### config.mk
export PLATFORM = sky130hd
export DESIGN_NAME = ipm_unit
export DESIGN_NICKNAME = d
export VERILOG_FILES = /design/src/rtl/ipm_pkg.sv /design/src/rtl/ipm_group_bank.sv /design/src/rtl/ipm_mask_core.sv /design/src/rtl/ipm_ctrl_writer.sv /design/src/rtl/ipm_unit.sv
export SDC_FILE = /design/constraint.sdc
export NUM_CORES = 1
export LEC_CHECK = 0
export BUFFER_PORTS_ARGS = -buffer_cell sky130_fd_sc_hd__buf_2
export CORE_ASPECT_RATIO = 0.8
export CORE_MARGIN = 10
export CORE_UTILIZATION = 52
export DETAILED_ROUTE_END_ITERATION = 8
export GPL_TIMING_DRIVEN = 0
export HOLD_SLACK_MARGIN = 0.02
export PLACE_DENSITY_LB_ADDON = 0.1
export SETUP_SLACK_MARGIN = 0.1
export SLEW_MARGIN = 5
export SYNTH_ARGS = -nofsm -noshare
export SYNTH_HDL_FRONTEND = slang
export SYNTH_HIERARCHICAL = 1
export SYNTH_SLANG_ARGS = --single-unit
### constraint.sdc
create_clock -name clk -period 2.5 [get_ports clk]
set_input_delay 0.5 -clock clk [delete_from_list [all_inputs] [get_ports clk]]
set_output_delay 0.5 -clock clk [all_outputs]
set_load 0.02 [all_outputs]
### src/rtl/ipm_pkg.sv
package ipm_pkg;
  localparam int unsigned IPM_W = 16;
  localparam int unsigned IPM_BYTE = IPM_W / 2;

  typedef logic [IPM_W-1:0] imask_t;

  typedef enum logic {
    OP_RAISE  = 1'b0,
    OP_ASSIGN = 1'b1
  } op_kind_e;

  typedef enum logic [1:0] {
    WR_IDLE = 2'd0,
    WR_LO   = 2'd1,
    WR_HI   = 2'd2
  } wr_state_e;

  // Clear the cascade line so the second controller stays reachable.
  function automatic imask_t open_line(imask_t m, int unsigned b);
    imask_t r;
    r = m;
    r[b] = 1'b0;
    return r;
  endfunction

  function automatic imask_t merge_raise(imask_t cur, imask_t grp_eff, int unsigned casc);
    return open_line(cur | grp_eff, casc);
  endfunction

  function automatic imask_t exact_assign(imask_t v, int unsigned casc);
    return open_line(v, casc);
  endfunction
endpackage

### src/rtl/ipm_group_bank.sv
module ipm_group_bank
  import ipm_pkg::*;
#(
  parameter int unsigned N_GROUPS = 5,
  parameter int unsigned CASC_BIT = 2,
  parameter int unsigned AW       = 3
) (
  input  logic          clk,
  input  logic          rst_n,
  input  logic          cfg_we,
  input  logic [AW-1:0] cfg_addr,
  input  imask_t        cfg_wdata,
  input  logic [AW-1:0] rd_sel,
  output imask_t        grp_eff
);
  localparam logic [AW-1:0] UNUSED_ADDR = AW'(N_GROUPS);

  imask_t grp_q [N_GROUPS];
  imask_t unused_q;
  imask_t grp_pick;

  for (genvar g = 0; g < N_GROUPS; g++) begin : g_grp
    always_ff @(posedge clk) begin
      if (!rst_n) begin
        grp_q[g] <= '0;
      end else if (cfg_we && cfg_addr == AW'(g)) begin
        grp_q[g] <= cfg_wdata;
      end
    end
  end

  always_ff @(posedge clk) begin
    if (!rst_n) begin
      unused_q <= open_line('1, CASC_BIT);
    end else if (cfg_we && cfg_addr == UNUSED_ADDR) begin
      unused_q <= open_line(cfg_wdata, CASC_BIT);
    end
  end

  always_comb begin
    grp_pick = '0;
    for (int i = 0; i < N_GROUPS; i++) begin
      if (rd_sel == AW'(i)) grp_pick = grp_q[i];
    end
  end

  // Unused lines are folded into whatever group is read.
  assign grp_eff = grp_pick | unused_q;

  assert_unused_open_R6: assert property (@(posedge clk) disable iff (!rst_n)
    !unused_q[CASC_BIT]);
endmodule

### src/rtl/ipm_mask_core.sv
module ipm_mask_core
  import ipm_pkg::*;
#(
  parameter int unsigned CASC_BIT = 2
) (
  input  logic     clk,
  input  logic     rst_n,
  input  logic     fire,
  input  op_kind_e kind,
  input  imask_t   grp_eff,
  input  imask_t   value,
  output imask_t   cur_mask,
  output imask_t   old_mask
);
  imask_t next_mask;

  always_comb begin
    if (kind == OP_RAISE) next_mask = merge_raise(cur_mask, grp_eff, CASC_BIT);
    else                  next_mask = exact_assign(value, CASC_BIT);
  end

  always_ff @(posedge clk) begin
    if (!rst_n) begin
      cur_mask <= open_line('1, CASC_BIT);
      old_mask <= open_line('1, CASC_BIT);
    end else if (fire) begin
      cur_mask <= next_mask;
      old_mask <= cur_mask;
    end
  end

  assert_raise_keeps_R2: assert property (@(posedge clk) disable iff (!rst_n)
    fire && kind == OP_RAISE |=> (cur_mask & $past(cur_mask)) == $past(cur_mask));

  assert_assign_exact_R3: assert property (@(posedge clk) disable iff (!rst_n)
    fire && kind == OP_ASSIGN |=>
      (cur_mask | (IPM_W'(1) << CASC_BIT)) == ($past(value) | (IPM_W'(1) << CASC_BIT)));

  assert_old_value_R4: assert property (@(posedge clk) disable iff (!rst_n)
    fire |=> old_mask == $past(cur_mask));

  assert_old_hold_R4: assert property (@(posedge clk) disable iff (!rst_n)
    !fire |=> $stable(old_mask));

  assert_cascade_open_R6: assert property (@(posedge clk) disable iff (!rst_n)
    !cur_mask[CASC_BIT]);
endmodule

### src/rtl/ipm_ctrl_writer.sv
module ipm_ctrl_writer
  import ipm_pkg::*;
#(
  parameter int unsigned CASC_BIT = 2
) (
  input  logic                clk,
  input  logic                rst_n,
  input  logic                start,
  input  imask_t              mask,
  output logic                lo_valid,
  output logic [IPM_BYTE-1:0] lo_data,
  input  logic                lo_ack,
  output logic                hi_valid,
  output logic [IPM_BYTE-1:0] hi_data,
  input  logic                hi_ack,
  output logic                busy
);
  wr_state_e state_q, state_d;
  logic lo_done, hi_done;

  assign lo_done = lo_valid && lo_ack;
  assign hi_done = hi_valid && hi_ack;

  always_comb begin
    state_d = state_q;
    unique case (state_q)
      WR_IDLE: if (start)   state_d = WR_LO;
      WR_LO:   if (lo_done) state_d = WR_HI;
      WR_HI:   if (hi_done) state_d = WR_IDLE;
      default:              state_d = WR_IDLE;
    endcase
  end

  always_ff @(posedge clk) begin
    if (!rst_n) state_q <= WR_IDLE;
    else        state_q <= state_d;
  end

  assign lo_valid = (state_q == WR_LO);
  assign hi_valid = (state_q == WR_HI);
  assign lo_data  = mask[IPM_BYTE-1:0];
  assign hi_data  = mask[IPM_W-1:IPM_BYTE];
  assign busy     = (state_q != WR_IDLE);

  assert_lo_then_hi_R5: assert property (@(posedge clk) disable iff (!rst_n)
    $rose(hi_valid) |-> $past(lo_done));

  assert_one_write_R5: assert property (@(posedge clk) disable iff (!rst_n)
    $onehot0({lo_valid, hi_valid}));

  assert_lo_held_R5: assert property (@(posedge clk) disable iff (!rst_n)
    lo_valid && !lo_ack |=> lo_valid && $stable(lo_data));

  assert_busy_held_R7: assert property (@(posedge clk) disable iff (!rst_n)
    busy && !hi_done |=> busy);

  assert_busy_drops_R7: assert property (@(posedge clk) disable iff (!rst_n)
    hi_done |=> !busy);

  if (CASC_BIT < IPM_BYTE) begin : g_casc_lo
    assert_lo_cascade_R6: assert property (@(posedge clk) disable iff (!rst_n)
      lo_valid |-> !lo_data[CASC_BIT]);
  end else begin : g_casc_hi
    assert_hi_cascade_R6: assert property (@(posedge clk) disable iff (!rst_n)
      hi_valid |-> !hi_data[CASC_BIT-IPM_BYTE]);
  end
endmodule

### src/rtl/ipm_unit.sv
module ipm_unit
  import ipm_pkg::*;
#(
  parameter int unsigned N_GROUPS = 5,
  parameter int unsigned CASC_BIT = 2,
  localparam int unsigned AW = $clog2(N_GROUPS + 1)
) (
  input  logic                clk,
  input  logic                rst_n,
  input  logic                cfg_we,
  input  logic [AW-1:0]       cfg_addr,
  input  logic [IPM_W-1:0]    cfg_wdata,
  input  logic                op_valid,
  input  logic                op_kind,
  input  logic [AW-1:0]       op_grp,
  input  logic [IPM_W-1:0]    op_value,
  output logic [IPM_W-1:0]    old_mask,
  output logic [IPM_W-1:0]    cur_mask,
  output logic                upd_busy,
  output logic                lo_wr_valid,
  output logic [IPM_BYTE-1:0] lo_wr_data,
  input  logic                lo_wr_ack,
  output logic                hi_wr_valid,
  output logic [IPM_BYTE-1:0] hi_wr_data,
  input  logic                hi_wr_ack
);
  imask_t   grp_eff;
  logic     op_fire;
  op_kind_e kind_e;

  assign op_fire = op_valid && !upd_busy;
  assign kind_e  = op_kind_e'(op_kind);

  ipm_group_bank #(.N_GROUPS(N_GROUPS), .CASC_BIT(CASC_BIT), .AW(AW)) bank_i (
    .clk(clk), .rst_n(rst_n), .cfg_we(cfg_we), .cfg_addr(cfg_addr),
    .cfg_wdata(cfg_wdata), .rd_sel(op_grp), .grp_eff(grp_eff)
  );

  ipm_mask_core #(.CASC_BIT(CASC_BIT)) core_i (
    .clk(clk), .rst_n(rst_n), .fire(op_fire), .kind(kind_e),
    .grp_eff(grp_eff), .value(op_value), .cur_mask(cur_mask), .old_mask(old_mask)
  );

  ipm_ctrl_writer #(.CASC_BIT(CASC_BIT)) writer_i (
    .clk(clk), .rst_n(rst_n), .start(op_fire), .mask(cur_mask),
    .lo_valid(lo_wr_valid), .lo_data(lo_wr_data), .lo_ack(lo_wr_ack),
    .hi_valid(hi_wr_valid), .hi_data(hi_wr_data), .hi_ack(hi_wr_ack),
    .busy(upd_busy)
  );

  assert_busy_ignores_R9: assert property (@(posedge clk) disable iff (!rst_n)
    op_valid && upd_busy |=> $stable(cur_mask));

  assert_accept_starts_R7: assert property (@(posedge clk) disable iff (!rst_n)
    op_fire |=> upd_busy && lo_wr_valid);
endmodule

==> results of run 1 <==
where the power goes:
part / switching (W) / total [W] / leakage (nW) / internal (W)
combinational: 0.000312 / 0.000518 / 1.52 / 0.000206
sequential: 0.0000409 / 0.00229 / 1.11 / 0.00225
clock: 0.000848 / 0.00254 / 0.319 / 0.00169
total: 0.00120 / 0.00535 / 2.95 / 0.00414
final timing paths:
path | from | endpoint | slack, ns | cells after the start
worst max-delay path | writer_i/state_q[0] | upd_busy | 0.80 | 2
worst min-delay path | lo_wr_ack | writer_i/state_q[1] | 0.34 | 2
worst max register to register | bank_i/grp_q[2][0] | core_i/cur_mask[0] | 0.94 | 5
worst min register to register | bank_i/unused_q[0] | bank_i/unused_q[0] | 0.47 | 2
per-layer routing:
metal / GRT usage, % / wire length, um / vias up
met2: 26.4 / 6260 / 102
met5: 0 / 0 / -
met3: 5.23 / 886 / 13
met1: 25.1 / 6540 / 1971
li1: - / - / 1978
met4: 5.82 / 183 / 0
sequential cells by signal, indices dropped and copies added (netlist names):
name              count
bank_i/grp_q         75
bank_i/unused_q      15
core_i/cur_mask      15
core_i/old_mask      15
writer_i/state_q      2
critical path: stages, from the launching register on:
cell and delay, ns:
dfxtp_1 0.34, or2_1 0.28, buf_2 0.17
cell type report:
class                      instances  area, sq um
fill                             894         3800
sequential                       122         3190
multi-input combinational        315         2150
clock buffer                      30          629
timing repair buffer              88          447
buffer                            51          333
tap                              144          180
inverter                          16         60.1
clock inverter                     2         10.0
through the flow:
stage / setup slack, ns / utilization, %
5_1_grt: 0.704 / 64.8
3_5_place_dp: 0.435 / 58.9
6_report: 0.796 / 64.8
3_3_place_gp: -0.567 / 58.5
2_1_floorplan: 0.215 / -
4_1_cts: 0.783 / 64.8
layout by cell type, fill, tap and decap left out, types with 2 or more instances in the layout:
cell type and count:
buf_4 23, clkbuf_2 3, and2_1 75, o21a_1 15, nand3_1 15, o21ai_0 29, nand2b_1 5, inv_1 15
and4b_1 16, edfxtp_1 75, buf_2 98, o21ai_2 3, clkbuf_16 21, buf_6 6, mux2_2 15, clkinv_2 2
a31oi_2 2, a21oi_1 16, nor2b_1 3, conb_1 2, dfxtp_1 47, nor2b_4 2, nand2_1 46, a31oi_1 13
clkbuf_8 7, clkbuf_1 11, nand3b_1 16, mux2i_1 30
==> out/results.txt, run 1 <==
Clock Sink Count = 122
Max IR drop VDD = 0.000475 V
Crit path time final = 1.70 ns
PortBufs = 87
Fin area = 7010 sq um
Die Width = 137 um
Slew headroom = 42.1%
CP Launch Type = register
DRC = 0
Total power draw = 0.00535 W
Root buffer cell = clkbuf_16
Sum Neg Setup Slack = 0 ns
Post-Synthesis Cells = 503
Final setup vio count = 0
Synth Area per Inst = 11.3 sq um
CTS buffer count = 17
Number of global-route vias before repair = 3951
CTS Hold Bufs = 0
Max Cap Viol = 0
Global Route Usage Sum = 18.0%
Routability congestion estimate = 0.848
Clk Latency, worst-skew pair = 0.42 ns
Worst-margin pin slew = 0.868 ns
RSZ-0062 raised after global routing = no
Critical Path RT = 2.00 ns
Crit Path Max Fanout = 5
Synth warn = 6
Final nets = 656
Final period util = 68.2%
DPL Wire Length = 10400 um
Setup Skew = 0.00988 ns
Final wirelength = 13900 um
Placed insts = 736
Htree depth = 4
First-pass GRT wire length = 21400 um
Detailed-route via count = 4064
CP endpoint kind = primary output
CTS tree = built
Initial antenna violation count = 0
# IOs = 96
Pre-antenna DRT Iters = 5
Hold WS = 0.343 ns
DRT iter0 DRCs = 311
Slew Limit Fails = 0
Fin cells = 768
Core box area = 10800 sq um
Status = complete, no violations
FP Rows = 34
Initial Util = 52.8%
Cell Area, Placed = 6370 sq um
DIE AREA = 15600 sq um
Setup bufs post-CTS = 0
FMAX = 0.587 GHz
Layout overhead on the synthesized area = 22.8%
Leakage power = 2.95 nW
Power density cells = 763 nW/um^2
Resized cells post-CTS = 0
Antenna cells = 0
Clock Path Buffers = 2
Vias per cell = 5.29
Setup CP Type = reg2out
Pin count of the biggest net entering global routing = 17
Clock slew at reported path FFs = 0.05 ns
Wire per inst = 18.1 um
Die H = 114 um
Hold/Removal Path Class = in2reg
Grt ovf = 0
Mapped Area = 5710 sq um
Final ANT Viol Nets = 0
Arrival time worst endpoint = 1.20 ns
Layout cells sized above 1 = 30.6%
Hold Vio Cnt, Final = 0
Note: power is estimated with default switching activity, not from simulation.
==> run 2: changes to the inputs <==
--- a/config.mk
+++ b/config.mk
@@ -8,7 +8,7 @@
 export BUFFER_PORTS_ARGS = -buffer_cell sky130_fd_sc_hd__buf_2
 export CORE_ASPECT_RATIO = 0.8
 export CORE_MARGIN = 10
-export CORE_UTILIZATION = 52
+export CORE_UTILIZATION = 51
 export DETAILED_ROUTE_END_ITERATION = 8
 export GPL_TIMING_DRIVEN = 0
 export HOLD_SLACK_MARGIN = 0.02
==> constraint.sdc (replaced) <==
create_clock -name clk -period 1.55 [get_ports clk]
set_input_delay 0.31 -clock clk [delete_from_list [all_inputs] [get_ports clk]]
set_output_delay 0.31 -clock clk [all_outputs]
set_load 0.02 [all_outputs]
==> out/results.txt, run 2 (synthesis results as in run 1) <==
Placed insts = 736 (unchanged)
M1 WL = 5970 um (was 6540 um)
Final nets = 663 (was 656)
Status = complete, no violations (unchanged)
Max Cap Viol = 0 (unchanged)
FMAX = 0.680 GHz
CP Launch Type = primary input (was register)
Setup Skew = 0.00783 ns (was 0.00988 ns)
Max reg flops = 75 (unchanged)
Sum Neg Setup Slack = 0 ns (unchanged)
Final wirelength = 14000 um (was 13900 um)
RSZ-0062 raised after global routing = yes (was no)
Hold/Removal Path Class = in2reg (unchanged)
Clock Sink Count = 122 (unchanged)
Power density cells = 1200 nW/um^2 (was 763 nW/um^2)
Root buffer cell = clkbuf_16 (unchanged)
Leakage power = 2.98 nW (was 2.95 nW)
Layout cells sized above 1 = 32.3% (was 30.6%)
Clock slew at reported path FFs = 0.05 ns (about the same)
Clock Path Buffers = 2 (unchanged)
# IOs = 96 (unchanged)
Antenna cells = 0 (unchanged)
Initial antenna violation count = 0 (unchanged)
Wire per inst = 18.1 um (about the same)
Largest Register = bank_i/grp_q (unchanged)
Crit path time final = 1.47 ns
Hold Vio Cnt, Final = 0 (unchanged)
Layout overhead on the synthesized area = 24.3% (was 22.8%)
DRT iter0 DRCs = 300 (was 311)
Final setup vio count = 0 (unchanged)
DRC = 0 (unchanged)
Die Width = 138 um (was 137 um)
Initial Util = 52.4% (was 52.8%)
DR top layer = met4 (unchanged)
Vias per cell = 5.27 (was 5.29)
Slew headroom = 38.7% (was 42.1%)
CP endpoint kind = register (was primary output)
Grt ovf = 0 (unchanged)
Setup CP Type = in2reg (was reg2out)
Final core occ = 65.1% (was 64.8%)
Number of global-route vias before repair = 4357 (was 3951)
Critical Path RT = 1.58 ns (was 2.00 ns)
Die H = 115 um (was 114 um)
Most common cell after layout, fill and taps aside = buf_2 (unchanged)
Global Route Usage Sum = 17.7% (was 18.0%)
Met2 routed WL = 6980 um (was 6260 um)
Routability congestion estimate = 0.844 (was 0.848)
Detailed-route via count = 4088 (was 4064)
Max IR drop VDD = 0.000984 V (was 0.000475 V)
CTS buffer count = 17 (unchanged)
Pre-antenna DRT Iters = 4 (was 5)
Fin cells = 775 (was 768)
DIE AREA = 15800 sq um (was 15600 sq um)
Crit Path Max Fanout = 15 (was 5)
First-pass GRT wire length = 22200 um (was 21400 um)
Final ANT Viol Nets = 0 (unchanged)
Met3 WL = 867 um (was 886 um)
Worst-margin pin slew = 0.919 ns (was 0.868 ns)
Final period util = 94.8%
DPL Wire Length = 10000 um (was 10400 um)
Slew Limit Fails = 0 (unchanged)
Most frequent cells in the layout = buf_2 (96), and2_1 (75), edfxtp_1 (75) (was buf_2 (98), and2_1 (75), edfxtp_1 (75))
Pin count of the biggest net entering global routing = 17 (unchanged)
CTS tree = built (unchanged)
FP Rows = 34 (unchanged)
Core box area = 10900 sq um (was 10800 sq um)
Htree depth = 4 (unchanged)
PortBufs = 87 (unchanged)
Arrival time worst endpoint = 1.50 ns (was 1.20 ns)
Clk Latency, worst-skew pair = 0.41 ns (was 0.42 ns)
run 2: path summary, 6_finish.rpt:
check	startpoint	endpoint	slack, ns	cells after the start
max reg2reg	writer_i/state_q[0]	core_i/old_mask[4]	0.12	6
max	cfg_addr[2]	bank_i/grp_q[2][12]	0.08	3
min	lo_wr_ack	writer_i/state_q[1]	0.16	2
min reg2reg	bank_i/unused_q[11]	bank_i/unused_q[11]	0.46	2
run 2: final cells by class:
cell class,instances,area (sq um)
Fill cell,869,3800
Sequential cell,122,3200
Multi-Input combinational cell,315,2170
Timing Repair Buffer,95,538
Clock buffer,23,468
Buffer,51,358
Tap cell,144,180
Clock inverter,9,120
Inverter,16,60.1
run 2: repair_timing:
item / in CTS / in global routing
pin swaps: 1 / 3
cloned: 0 / 2
hold buffers: 0 / 0
buffers inserted: 3 / 2
gates resized for setup: 8 / 20
setup endpoints to repair: 75 / 105
run 2: power by group:
group	switching, W	total, W	internal (W)
logic	0.000505	0.000889	0.000385
registers	0.0000655	0.00369	0.00363
clock network	0.00134	0.00393	0.00259
run 2: critical path, cell delays in order:
cell and delay [ns]:
buf_2 0.18, nand2b_2 0.27, o21ai_2 0.74
run 2: metrics by stage:
stage	hold WS, ns	area [sq um]	setup slack [ns]	power, W
after floorplan	0.434	5730	-0.0968	0.00427
after global placement	0.447	6340	-0.767	0.00454
after detailed placement	0.453	6370	-0.677	0.00457
after CTS	0.149	7010	0.0673	0.00849
after global routing	0.161	7090	0.0245	0.00879
final	0.156	7090	0.0805	0.00851
run 2: per-layer routing:
metal  vias up  track usage [%]
li1       1984                -
met1      1974             20.7
met2       116             30.5
met3        14             5.35
met4         0             5.68
met5         -                0
==> run 3: changes to the inputs <==
==> constraint.sdc (replaced) <==
create_clock -name clk -period 1.55 [get_ports clk]
set_input_delay 0.155 -clock clk [delete_from_list [all_inputs] [get_ports clk]]
set_output_delay 0.155 -clock clk [all_outputs]
set_load 0.02 [all_outputs]
==> out/results.txt, run 3 (synthesis results as in run 1) <==
Clock Path Buffers = 2 (unchanged)
DPL Wire Length = 10000 um (unchanged)
Initial Util = 52.4% (unchanged)
Layout cells sized above 1 = 30.5% (was 32.3%)
Critical Path RT = 1.84 ns (was 1.58 ns)
Power density cells = 1200 nW/um^2 (about the same)
Routability congestion estimate = 0.844 (unchanged)
CTS tree = built (unchanged)
DIE AREA = 15800 sq um (unchanged)
Sum Neg Setup Slack = 0 ns (unchanged)
Pre-antenna DRT Iters = 5 (was 4)
Die Width = 138 um (unchanged)
Core box area = 10900 sq um (unchanged)
Setup CP Type = reg2reg (was in2reg)
Antenna cells = 0 (unchanged)
Most frequent cells in the layout = buf_2 (98), and2_1 (75), edfxtp_1 (75) (was buf_2 (96), and2_1 (75), edfxtp_1 (75))
Arrival time worst endpoint = 1.70 ns (was 1.50 ns)
First-pass GRT wire length = 22100 um (was 22200 um)
Status = complete, no violations (unchanged)
CP Launch Type = register (was primary input)
Final nets = 661 (was 663)
Clock Sink Count = 122 (unchanged)
Hold WS = 0.0329 ns (was 0.156 ns)
RSZ-0062 raised after global routing = yes (unchanged)
Leakage power = 2.95 nW (was 2.98 nW)
Final setup vio count = 0 (unchanged)
Detailed-route via count = 4091 (was 4088)
Setup Skew = 0.00833 ns (was 0.00783 ns)
Hold/Removal Path Class = in2reg (unchanged)
Dpl ws = -0.522 ns (was -0.677 ns)
FP Rows = 34 (unchanged)
Slew headroom = 36.9% (was 38.7%)
Crit path time final = 1.41 ns (was 1.47 ns)
Htree depth = 4 (unchanged)
Die H = 115 um (unchanged)
Root buffer cell = clkbuf_16 (unchanged)
Largest Register = bank_i/grp_q (unchanged)
Setup slack after layout = 0.139 ns (was 0.0805 ns)
Layout overhead on the synthesized area = 23.6% (was 24.3%)
CP endpoint kind = register (unchanged)
Initial antenna violation count = 0 (unchanged)
CTS buffer count = 17 (unchanged)
DRC = 0 (unchanged)
Cell Area, Placed = 6370 sq um (unchanged)
Most common cell after layout, fill and taps aside = buf_2 (unchanged)
Fin area = 7050 sq um (was 7090 sq um)
Max Cap Viol = 0 (unchanged)
Grt ovf = 0 (unchanged)
Max IR drop VDD = 0.000977 V (was 0.000984 V)
Final wirelength = 13900 um (was 14000 um)
PortBufs = 87 (unchanged)
Crit Path Max Fanout = 10 (was 15)
DRT iter0 DRCs = 301 (was 300)
Global Route Usage Sum = 17.6% (was 17.7%)
Hold Vio Cnt, Final = 0 (unchanged)
Number of global-route vias before repair = 4338 (was 4357)
Final ANT Viol Nets = 0 (unchanged)
Clk Latency, worst-skew pair = 0.41 ns (about the same)
Clock slew at reported path FFs = 0.06 ns (was 0.05 ns)
FMAX = 0.709 GHz (was 0.680 GHz)
Worst-margin pin slew = 0.947 ns (was 0.919 ns)
Vias per cell = 5.29 (was 5.27)
# IOs = 96 (unchanged)
Pin count of the biggest net entering global routing = 17 (unchanged)
Final period util = 91.0% (was 94.8%)
Wire per inst = 18.0 um (was 18.1 um)
Slew Limit Fails = 0 (unchanged)
Max reg flops = 75 (unchanged)
run 3: power by group:
group,total [W],switching (W),internal [W]
sequential,0.00369,0.0000658,0.00363
combinational,0.000868,0.000497,0.000371
clock,0.00393,0.00134,0.00259
run 3: cell type report:
class                   count  area [sq um]
multi-input cells         315          2160
repair buffers             93           507
flip-flops and latches    122          3190
clock inverters             9           120
well taps                 144           180
plain buffers              51           358
clock buffers              23           468
inverters                  16          60.1
fillers                   876          3840
run 3: repair_timing:
item                       4_1_cts  5_1_grt
cloned                           0        1
setup buffers                    0        2
hold buffers                     2        0
hold endpoints to repair         2        0
gates resized for setup          1       14
pin swaps                        0        1
setup endpoints to repair       22       30
run 3: path summary, 6_finish.rpt:
kind | start | end | slack (ns) | cells after the start
worst min register to register | core_i/old_mask[3] | core_i/old_mask[3] | 0.46 | 2
worst min-delay path | cfg_wdata[11] | bank_i/unused_q[11] | 0.03 | 3
worst max-delay path | writer_i/state_q[0] | core_i/cur_mask[12] | 0.14 | 6
worst max register to register | writer_i/state_q[0] | core_i/cur_mask[12] | 0.14 | 6
run 3: stage by stage:
stage | utilization, % | total power [W] | cells
after detailed placement | 58.5 | 0.00457 | 736
after CTS | 64.1 | 0.00847 | 770
after floorplan | - | 0.00427 | 504
after global routing | 64.8 | 0.00877 | 773
final | 64.8 | 0.00849 | 773
after global placement | 58.2 | 0.00454 | 735
run 3: per-layer routing:
| metal | global-route usage (%) | vias to the layer above | share of wire, % |
|---|---|---|---|
| met4 | 5.68 | 0 | 1.2 |
| met2 | 30.2 | 103 | 50 |
| met1 | 20.7 | 1993 | 44 |
| met5 | 0 | - | 0 |
| li1 | - | 1980 | - |
| met3 | 5.27 | 15 | 4.6 |
run 3: worst max-delay path: stages, from the launching register on:
cell     delay [ns]
dfxtp_2        0.33
or2_4          0.26
nor2b_4        0.13
buf_8          0.16
buf_6          0.14
and4b_1        0.21
a31oi_1        0.05
